===== src/rtl/dly_rd_pkg.sv =====
package dly_rd_pkg;
  typedef enum logic [1:0] {
    RSP_DATA  = 2'd0,
    RSP_RETRY = 2'd1,
    RSP_DISC  = 2'd2,
    RSP_ABORT = 2'd3
  } rsp_kind_e;

  typedef enum logic [2:0] {
    ST_IDLE,
    ST_FETCH,
    ST_READY,
    ST_ERR,
    ST_SERVE
  } dr_state_e;

  localparam logic [3:0] CMD_MR  = 4'h6;
  localparam logic [3:0] CMD_MRL = 4'hE;
  localparam logic [3:0] CMD_MRM = 4'hC;

  function automatic logic is_read_cmd(logic [3:0] cmd);
    return (cmd == CMD_MR) || (cmd == CMD_MRL) || (cmd == CMD_MRM);
  endfunction
endpackage


===== src/rtl/dly_rd_len.sv =====
module dly_rd_len
  import dly_rd_pkg::*;
#(
  parameter int DEPTH = 16,
  localparam int LEN_W = $clog2(DEPTH + 1),
  localparam int PTR_W = $clog2(DEPTH)
) (
  input  logic [3:0]       cmd_i,
  input  logic             cls_valid_i,
  input  logic [LEN_W-1:0] cls_words_i,
  input  logic [PTR_W-1:0] addr_word_i,
  output logic [LEN_W-1:0] len_o
);
  logic [LEN_W-1:0] base, room;
  logic             cls_ok;

  assign cls_ok = cls_valid_i && (cls_words_i != '0) && (cls_words_i <= LEN_W'(DEPTH));

  always_comb begin
    base = LEN_W'(DEPTH);
    if (cmd_i == CMD_MR)                 base = LEN_W'(1);
    else if (cmd_i == CMD_MRL && cls_ok) base = cls_words_i;
  end

  // words left before the aligned block ends
  assign room  = LEN_W'(DEPTH) - LEN_W'(addr_word_i);
  assign len_o = (base < room) ? base : room;
endmodule


===== src/rtl/dly_rd_fifo.sv =====
module dly_rd_fifo #(
  parameter int DEPTH = 16,
  parameter int W     = 32,
  localparam int PTR_W = $clog2(DEPTH)
) (
  input  logic             clk_i,
  input  logic             wr_en_i,
  input  logic [PTR_W-1:0] wr_ptr_i,
  input  logic [W-1:0]     wr_data_i,
  input  logic [PTR_W-1:0] rd_ptr_i,
  output logic [W-1:0]     rd_data_o
);
  logic [W-1:0] mem [DEPTH];

  always_ff @(posedge clk_i) begin
    if (wr_en_i) mem[wr_ptr_i] <= wr_data_i;
  end

  assign rd_data_o = mem[rd_ptr_i];
endmodule


===== src/rtl/dly_rd_timer.sv =====
module dly_rd_timer #(
  parameter int LIMIT = 32768,
  localparam int CW = $clog2(LIMIT)
) (
  input  logic clk_i,
  input  logic rst_ni,
  input  logic run_i,
  output logic expire_o
);
  logic [CW-1:0] cnt;

  always_ff @(posedge clk_i or negedge rst_ni) begin
    if (!rst_ni)     cnt <= '0;
    else if (!run_i) cnt <= '0;
    else             cnt <= cnt + CW'(1);
  end

  assign expire_o = run_i && (cnt == CW'(LIMIT - 1));
endmodule


===== src/rtl/dly_rd_tgt.sv =====
module dly_rd_tgt
  import dly_rd_pkg::*;
#(
  parameter int DEPTH   = 16,
  parameter int AW      = 32,
  parameter int DW      = 32,
  parameter int TIMEOUT = 32768,
  localparam int LEN_W  = $clog2(DEPTH + 1),
  localparam int PTR_W  = $clog2(DEPTH)
) (
  input  logic             clk_i,
  input  logic             rst_ni,
  input  logic             cfg_direct_i,
  input  logic             cls_valid_i,
  input  logic [LEN_W-1:0] cls_words_i,
  input  logic             req_valid_i,
  input  logic             req_first_i,
  input  logic             req_last_i,
  input  logic [AW-1:0]    req_addr_i,
  input  logic [3:0]       req_cmd_i,
  output logic             rsp_valid_o,
  output logic [1:0]       rsp_kind_o,
  output logic [DW-1:0]    rsp_data_o,
  output logic             ib_req_o,
  input  logic             ib_ack_i,
  output logic [AW-1:0]    ib_addr_o,
  output logic [LEN_W-1:0] ib_len_o,
  input  logic             ib_rvalid_i,
  input  logic [DW-1:0]    ib_rdata_i,
  input  logic             ib_rerr_i,
  input  logic [2:0]       irq_mask_i,
  input  logic [2:0]       sts_clr_i,
  output logic [2:0]       sts_o,
  output logic             irq_local_o,
  output logic             irq_host_o
);
  dr_state_e        state, st_d;
  logic [AW-1:0]    lat_addr;
  logic [3:0]       lat_cmd;
  logic [LEN_W-1:0] lat_len, calc_len, wr_cnt, rd_ptr;
  logic             err_seen, ib_req;
  logic             hit, same, fetch_done, tmr_expire;
  logic             latch, serve, drop, set_err;
  rsp_kind_e        kind_d;
  logic [DW-1:0]    data_d, rd_data;
  logic [PTR_W-1:0] rd_idx;
  logic [2:0]       sts;

  assign hit        = req_valid_i && !cfg_direct_i;
  assign same       = (req_addr_i == lat_addr) && (req_cmd_i == lat_cmd);
  assign fetch_done = (state == ST_FETCH) && ib_rvalid_i && (wr_cnt == lat_len - LEN_W'(1));
  assign rd_idx     = (state == ST_SERVE) ? rd_ptr[PTR_W-1:0] : '0;

  dly_rd_len #(.DEPTH(DEPTH)) u_len (
    .cmd_i       (req_cmd_i),
    .cls_valid_i (cls_valid_i),
    .cls_words_i (cls_words_i),
    .addr_word_i (req_addr_i[PTR_W+1:2]),
    .len_o       (calc_len)
  );

  dly_rd_fifo #(.DEPTH(DEPTH), .W(DW)) u_fifo (
    .clk_i     (clk_i),
    .wr_en_i   ((state == ST_FETCH) && ib_rvalid_i),
    .wr_ptr_i  (wr_cnt[PTR_W-1:0]),
    .wr_data_i (ib_rdata_i),
    .rd_ptr_i  (rd_idx),
    .rd_data_o (rd_data)
  );

  dly_rd_timer #(.LIMIT(TIMEOUT)) u_tmr (
    .clk_i    (clk_i),
    .rst_ni   (rst_ni),
    .run_i    (state == ST_READY),
    .expire_o (tmr_expire)
  );

  always_comb begin
    st_d    = state;
    kind_d  = RSP_RETRY;
    data_d  = '0;
    latch   = 1'b0;
    serve   = 1'b0;
    drop    = 1'b0;
    set_err = 1'b0;
    case (state)
      ST_IDLE: begin
        if (hit && req_first_i && is_read_cmd(req_cmd_i)) begin
          latch = 1'b1;
          st_d  = ST_FETCH;
        end
      end
      ST_FETCH: begin
        if (fetch_done) begin
          set_err = err_seen || ib_rerr_i;
          st_d    = set_err ? ST_ERR : ST_READY;
        end
      end
      ST_READY: begin
        // a repeat in the expiry cycle still wins
        if (hit && req_first_i && same) begin
          kind_d = RSP_DATA;
          data_d = rd_data;
          serve  = 1'b1;
          st_d   = req_last_i ? ST_IDLE : ST_SERVE;
        end else if (tmr_expire) begin
          drop = 1'b1;
          st_d = ST_IDLE;
        end
      end
      ST_ERR: begin
        if (hit && req_first_i && same) begin
          kind_d = RSP_ABORT;
          st_d   = ST_IDLE;
        end
      end
      ST_SERVE: begin
        if (hit && !req_first_i) begin
          if (rd_ptr < lat_len) begin
            kind_d = RSP_DATA;
            data_d = rd_data;
            serve  = 1'b1;
            if (req_last_i) st_d = ST_IDLE;
          end else begin
            kind_d = RSP_DISC;
            st_d   = ST_IDLE;
          end
        end
      end
      default: st_d = ST_IDLE;
    endcase
  end

  always_ff @(posedge clk_i or negedge rst_ni) begin
    if (!rst_ni) begin
      state       <= ST_IDLE;
      lat_addr    <= '0;
      lat_cmd     <= '0;
      lat_len     <= '0;
      wr_cnt      <= '0;
      rd_ptr      <= '0;
      err_seen    <= 1'b0;
      ib_req      <= 1'b0;
      rsp_valid_o <= 1'b0;
      rsp_kind_o  <= RSP_DATA;
      rsp_data_o  <= '0;
      sts         <= '0;
    end else begin
      state       <= st_d;
      rsp_valid_o <= hit;
      rsp_kind_o  <= kind_d;
      rsp_data_o  <= data_d;
      sts         <= (sts & ~sts_clr_i) | {set_err, set_err, drop};
      if (ib_req && ib_ack_i) ib_req <= 1'b0;
      if (latch) begin
        lat_addr <= req_addr_i;
        lat_cmd  <= req_cmd_i;
        lat_len  <= calc_len;
        wr_cnt   <= '0;
        err_seen <= 1'b0;
        ib_req   <= 1'b1;
      end else if (state == ST_FETCH && ib_rvalid_i) begin
        wr_cnt <= wr_cnt + LEN_W'(1);
        if (ib_rerr_i) err_seen <= 1'b1;
      end
      if (serve) rd_ptr <= (state == ST_READY) ? LEN_W'(1) : rd_ptr + LEN_W'(1);
    end
  end

  assign ib_req_o    = ib_req;
  assign ib_addr_o   = {lat_addr[AW-1:2], 2'b00};
  assign ib_len_o    = lat_len;
  assign sts_o       = sts;
  assign irq_local_o = |(sts[1:0] & ~irq_mask_i[1:0]);
  assign irq_host_o  = sts[2] && !irq_mask_i[2];
endmodule


===== config.mk =====
export PLATFORM = sky130hd
export DESIGN_NAME = dly_rd_tgt
export DESIGN_NICKNAME = d
export VERILOG_FILES = /design/src/rtl/dly_rd_pkg.sv /design/src/rtl/dly_rd_len.sv /design/src/rtl/dly_rd_fifo.sv /design/src/rtl/dly_rd_timer.sv /design/src/rtl/dly_rd_tgt.sv
export SDC_FILE = /design/constraint.sdc
export NUM_CORES = 1
export LEC_CHECK = 0
export BUFFER_PORTS_ARGS = -buffer_cell sky130_fd_sc_hd__buf_2
export CORE_UTILIZATION = 35
export CTS_CLUSTER_SIZE = 12
export DETAILED_ROUTE_END_ITERATION = 7
export GPL_TIMING_DRIVEN = 0
export PLACE_DENSITY = 0.62
export SKIP_LAST_GASP = 1
export SLEW_MARGIN = 20
export SYNTH_ARGS = -nofsm -noshare
export SYNTH_HDL_FRONTEND = slang
export SYNTH_HIERARCHICAL = 1
export SYNTH_SLANG_ARGS = --single-unit

===== constraint.sdc =====
create_clock -name clk_i -period 5.6 [get_ports clk_i]
set_input_delay 1.12 -clock clk_i [delete_from_list [all_inputs] [get_ports clk_i]]
set_output_delay 1.12 -clock clk_i [all_outputs]
set_load 0.1 [all_outputs]

==> results.sh <==
export IMPL_cts_root_buf="clkbuf_16"
export IMPL_leakage_uw=0.0106
export IMPL_tritoncts="yes"
export IMPL_power_frac_clock=0.447
export IMPL_synth_simple_area_share=0.0585
export IMPL_p_sw_frac=0.211
export IMPL_fmax_mhz=280
export IMPL_ys_warnings_count=6
export IMPL_stdcell_area_um2=29800
export IMPL_nets=1765
export IMPL_power_density_nw_per_um2=323
export IMPL_clkLatencyLatePin_ps=610
export IMPL_max_stage_delay_ps=690
export IMPL_synth_cell_types=68
export IMPL_synth_fa_ha_area_frac=0.00654
export IMPL_min_period_over_period=0.639
export IMPL_cts_htree_levels=3
export IMPL_yosys_mux_area_fraction=0.118
export IMPL_diodes=0
export IMPL_slew_viol_final=0
export IMPL_crit_path_top_delay_cell="buf_1"
export IMPL_syn_inst=1389
export IMPL_final_setup_viol_count=0
export IMPL_gr_usage_all_layers=0.170
export IMPL_pwr_share_seq=0.527
export IMPL_postCtsHoldBufs=0
export IMPL_drt_initial_drc_count=1255
export IMPL_grt_antenna_before_repair=5
export IMPL_ys_async_sr_fraction=0.176
export IMPL_hold_ws_ps=431
export IMPL_port_buffers=164
export IMPL_first_global_vias=13924
export IMPL_crit_fanout=10
export IMPL_rsz0062_at_grt="no"
export IMPL_fp_row_count=97
export IMPL_synth_area_um2=24900
export IMPL_die_area_um2=72200
export IMPL_drv_cap=0
export IMPL_hold_class="primary input to async pin"
export IMPL_dr_pass1_iters=5
export IMPL_outcome="finished, final reports clean"
export IMPL_area_growth_syn_to_layout_pct=19.9
export IMPL_antenna_left=0
export IMPL_tns_ps=0
export IMPL_final_min_clock_period_ps=3580
export IMPL_drive_gt1_frac=0.296
export IMPL_cts_buffer_depth=3
export IMPL_vias_per_cell=5.12
export IMPL_cp_end_kind="flop"
export IMPL_synth_compound_area_frac=0.0450
export IMPL_dp_hpwl_um=40300
export IMPL_die_w_um=269
export IMPL_clkSlewWorstSetupHoldPaths_ps=60
export IMPL_ys_seq_elements=621
export IMPL_ios=167
export IMPL_internal_power_uw=7590
export IMPL_ir_worst_vdd_mv=0.255
export IMPL_synth_xor_area_frac=0.0187
export IMPL_drc=0
export IMPL_wl_per_cell_um=22.7
export IMPL_cp_start_kind="flop"
export IMPL_netSwitchingPower_uw=2030
export IMPL_hold_viol_final=0
export IMPL_vias=13591
export IMPL_synth_enable_flop_cells=512
export IMPL_pwr_share_comb=0.026
export IMPL_grt_max_degree=60
export IMPL_worstMarginPinSlew_ps=944
export IMPL_cp_cell_sequence="clkbuf_1 -> nor3b_1 -> and2_1 -> buf_2 -> buf_1 -> mux4_2 -> a22oi_1 -> nand2_1 -> a21boi_1"
export IMPL_path_class="flop to flop"
export IMPL_avgSynthCellArea_um2=17.9
export IMPL_fillers=6246
export IMPL_fin_skew_ps=20.4
export IMPL_critPathArrivalTime_ps=3970
export IMPL_gp_congestion=0.781
export IMPL_routed_wl_um=60200
export IMPL_die_height_um=269
export IMPL_grt_pass1_wl_um=89300
export IMPL_overflow=0
export IMPL_synthFlopType="edfxtp_1"
export IMPL_cts_made_buffers=69
export IMPL_timing_final_ws_setup_ps=2020
export IMPL_placed_area_um2=27700
export IMPL_dp_slack_ps=1850
export IMPL_post_cts_buffers=0
export IMPL_cts_sinks=621
export IMPL_cp_required_ps=5990
export IMPL_start_util=0.355
export IMPL_cts_resized=0
export IMPL_core_area_um2=70100
export IMPL_ys_seq_area_frac=0.727
export IMPL_synth_top_family_by_area="multiplexers"
export IMPL_slew_headroom=0.371
## stage by stage
stage	util	instances	power (µW)
4_1_cts	0.425	2657	9750
2_1_floorplan	-	1390	5280
6_report	0.425	2657	9630
5_1_grt	0.425	2657	9940
3_3_place_gp	0.383	2494	5400
3_5_place_dp	0.394	2532	5420
## power groups by stage
stage	Clock [µW]	Combinational, µW	Sequential [µW]
final	4310	252	5070
after CTS	4420	256	5070
after global placement	0	240	5160
after floorplan	0	114	5170
after global routing	4590	285	5070
after detailed placement	0	254	5170
## area by class of cell
| cell class | count | area (µm²) | area share |
|---|---|---|---|
| plain buffers | 94 | 553 | 0.0185 |
| clock buffers | 101 | 1900 | 0.0636 |
| clock inverters | 24 | 263 | 0.00881 |
| inverters | 23 | 86.3 | 0.00289 |
| multi-input cells | 652 | 6260 | 0.210 |
| flip-flops and latches | 621 | 18100 | 0.607 |
| well taps | 940 | 1180 | 0.0394 |
| repair buffers | 202 | 1490 | 0.0500 |
## cells in the mapped netlist, drive strengths merged (12+ instances only)
master  number  share of area
buf         62          0.017
nand4       17         0.0051
nor2        31         0.0047
o21ai       16         0.0032
nand2      157          0.024
nand2b      12         0.0030
mux4       128           0.12
edfxtp     512           0.62
and2        14         0.0035
clkbuf      32         0.0048
dfrtp      109           0.11
a22oi       64          0.019
a21boi      34          0.011
a21oi       17         0.0034
xor2        28         0.0099
xnor2       25         0.0088
inv         23         0.0035
ha          13         0.0065
## final timing paths
path | startpoint | end | slack, ps | depth (start not counted)
worst max register to register | state[0]$_DFFE_PN0P_ | rsp_data_o[21]$_DFF_PN0_ | 2020 | 9
min in group clk_i | err_seen$_DFFE_PN0P_ | err_seen$_DFFE_PN0P_ | 480 | 2
max in group asynchronous | rst_ni | rsp_data_o[4]$_DFF_PN0_ | 4460 | 2
worst max-delay path | state[0]$_DFFE_PN0P_ | rsp_data_o[21]$_DFF_PN0_ | 2020 | 9
worst min register to register | err_seen$_DFFE_PN0P_ | err_seen$_DFFE_PN0P_ | 480 | 2
worst min-delay path | rst_ni | ib_req_o$_DFFE_PN0P_ | 430 | 1
## flip-flops by register name, indices dropped and copies added, names as in the netlist
name	count
rsp_data_o	32
rsp_valid_o	1
err_seen	1
rd_ptr	5
lat_cmd	4
u_tmr/cnt	15
ib_len_o	5
ib_req_o	1
state	3
u_fifo/mem	512
wr_cnt	5
lat_addr	32
sts_o	3
rsp_kind_o	2
## cell families after synthesis
family | after synthesis
buffers and inverters | 117
xor gates and xnor gates | 53
other | 1
adders and majority gates | 13
and+or+nand+nor | 294
DFF | 621
muxes | 133
AOI/OAI and AO/OA | 157
## layout by cell type, fill, tap and decap left out, drive strengths merged, types with 8 or more instances in the layout
| master | count |
|---|---|
| and2 | 14 |
| nand2 | 157 |
| mux4 | 128 |
| o21ai | 16 |
| nand3 | 8 |
| clkinv | 17 |
| clkbuf | 133 |
| ha | 13 |
| nor4 | 9 |
| nor2 | 31 |
| nand4 | 17 |
| nand2b | 12 |
| xor2 | 28 |
| a22oi | 64 |
| dfrtp | 109 |
| xnor2 | 25 |
| buf | 264 |
| a21oi | 17 |
| inv | 25 |
| nor3 | 8 |
| a21boi | 34 |
| edfxtp | 512 |
## metal layers
| layer | vias up | wire (µm) | GRT usage |
|---|---|---|---|
| li1 | 6003 | - | - |
| met1 | 7026 | 25100 | 0.222 |
| met2 | 468 | 29700 | 0.287 |
| met3 | 86 | 4110 | 0.0354 |
| met4 | 8 | 1180 | 0.0455 |
| met5 | - | 43 | 0 |
## critical path, delay by kind of cell, from the launching register on
kind,cells,cell delay (ps)
AND/OR/NAND/NOR,3,900
AO/OA/AOI/OAI,2,400
flip-flops,1,350
buffers and inverters,3,1260
multiplexers,1,430
(Power assumes the default switching activity.)
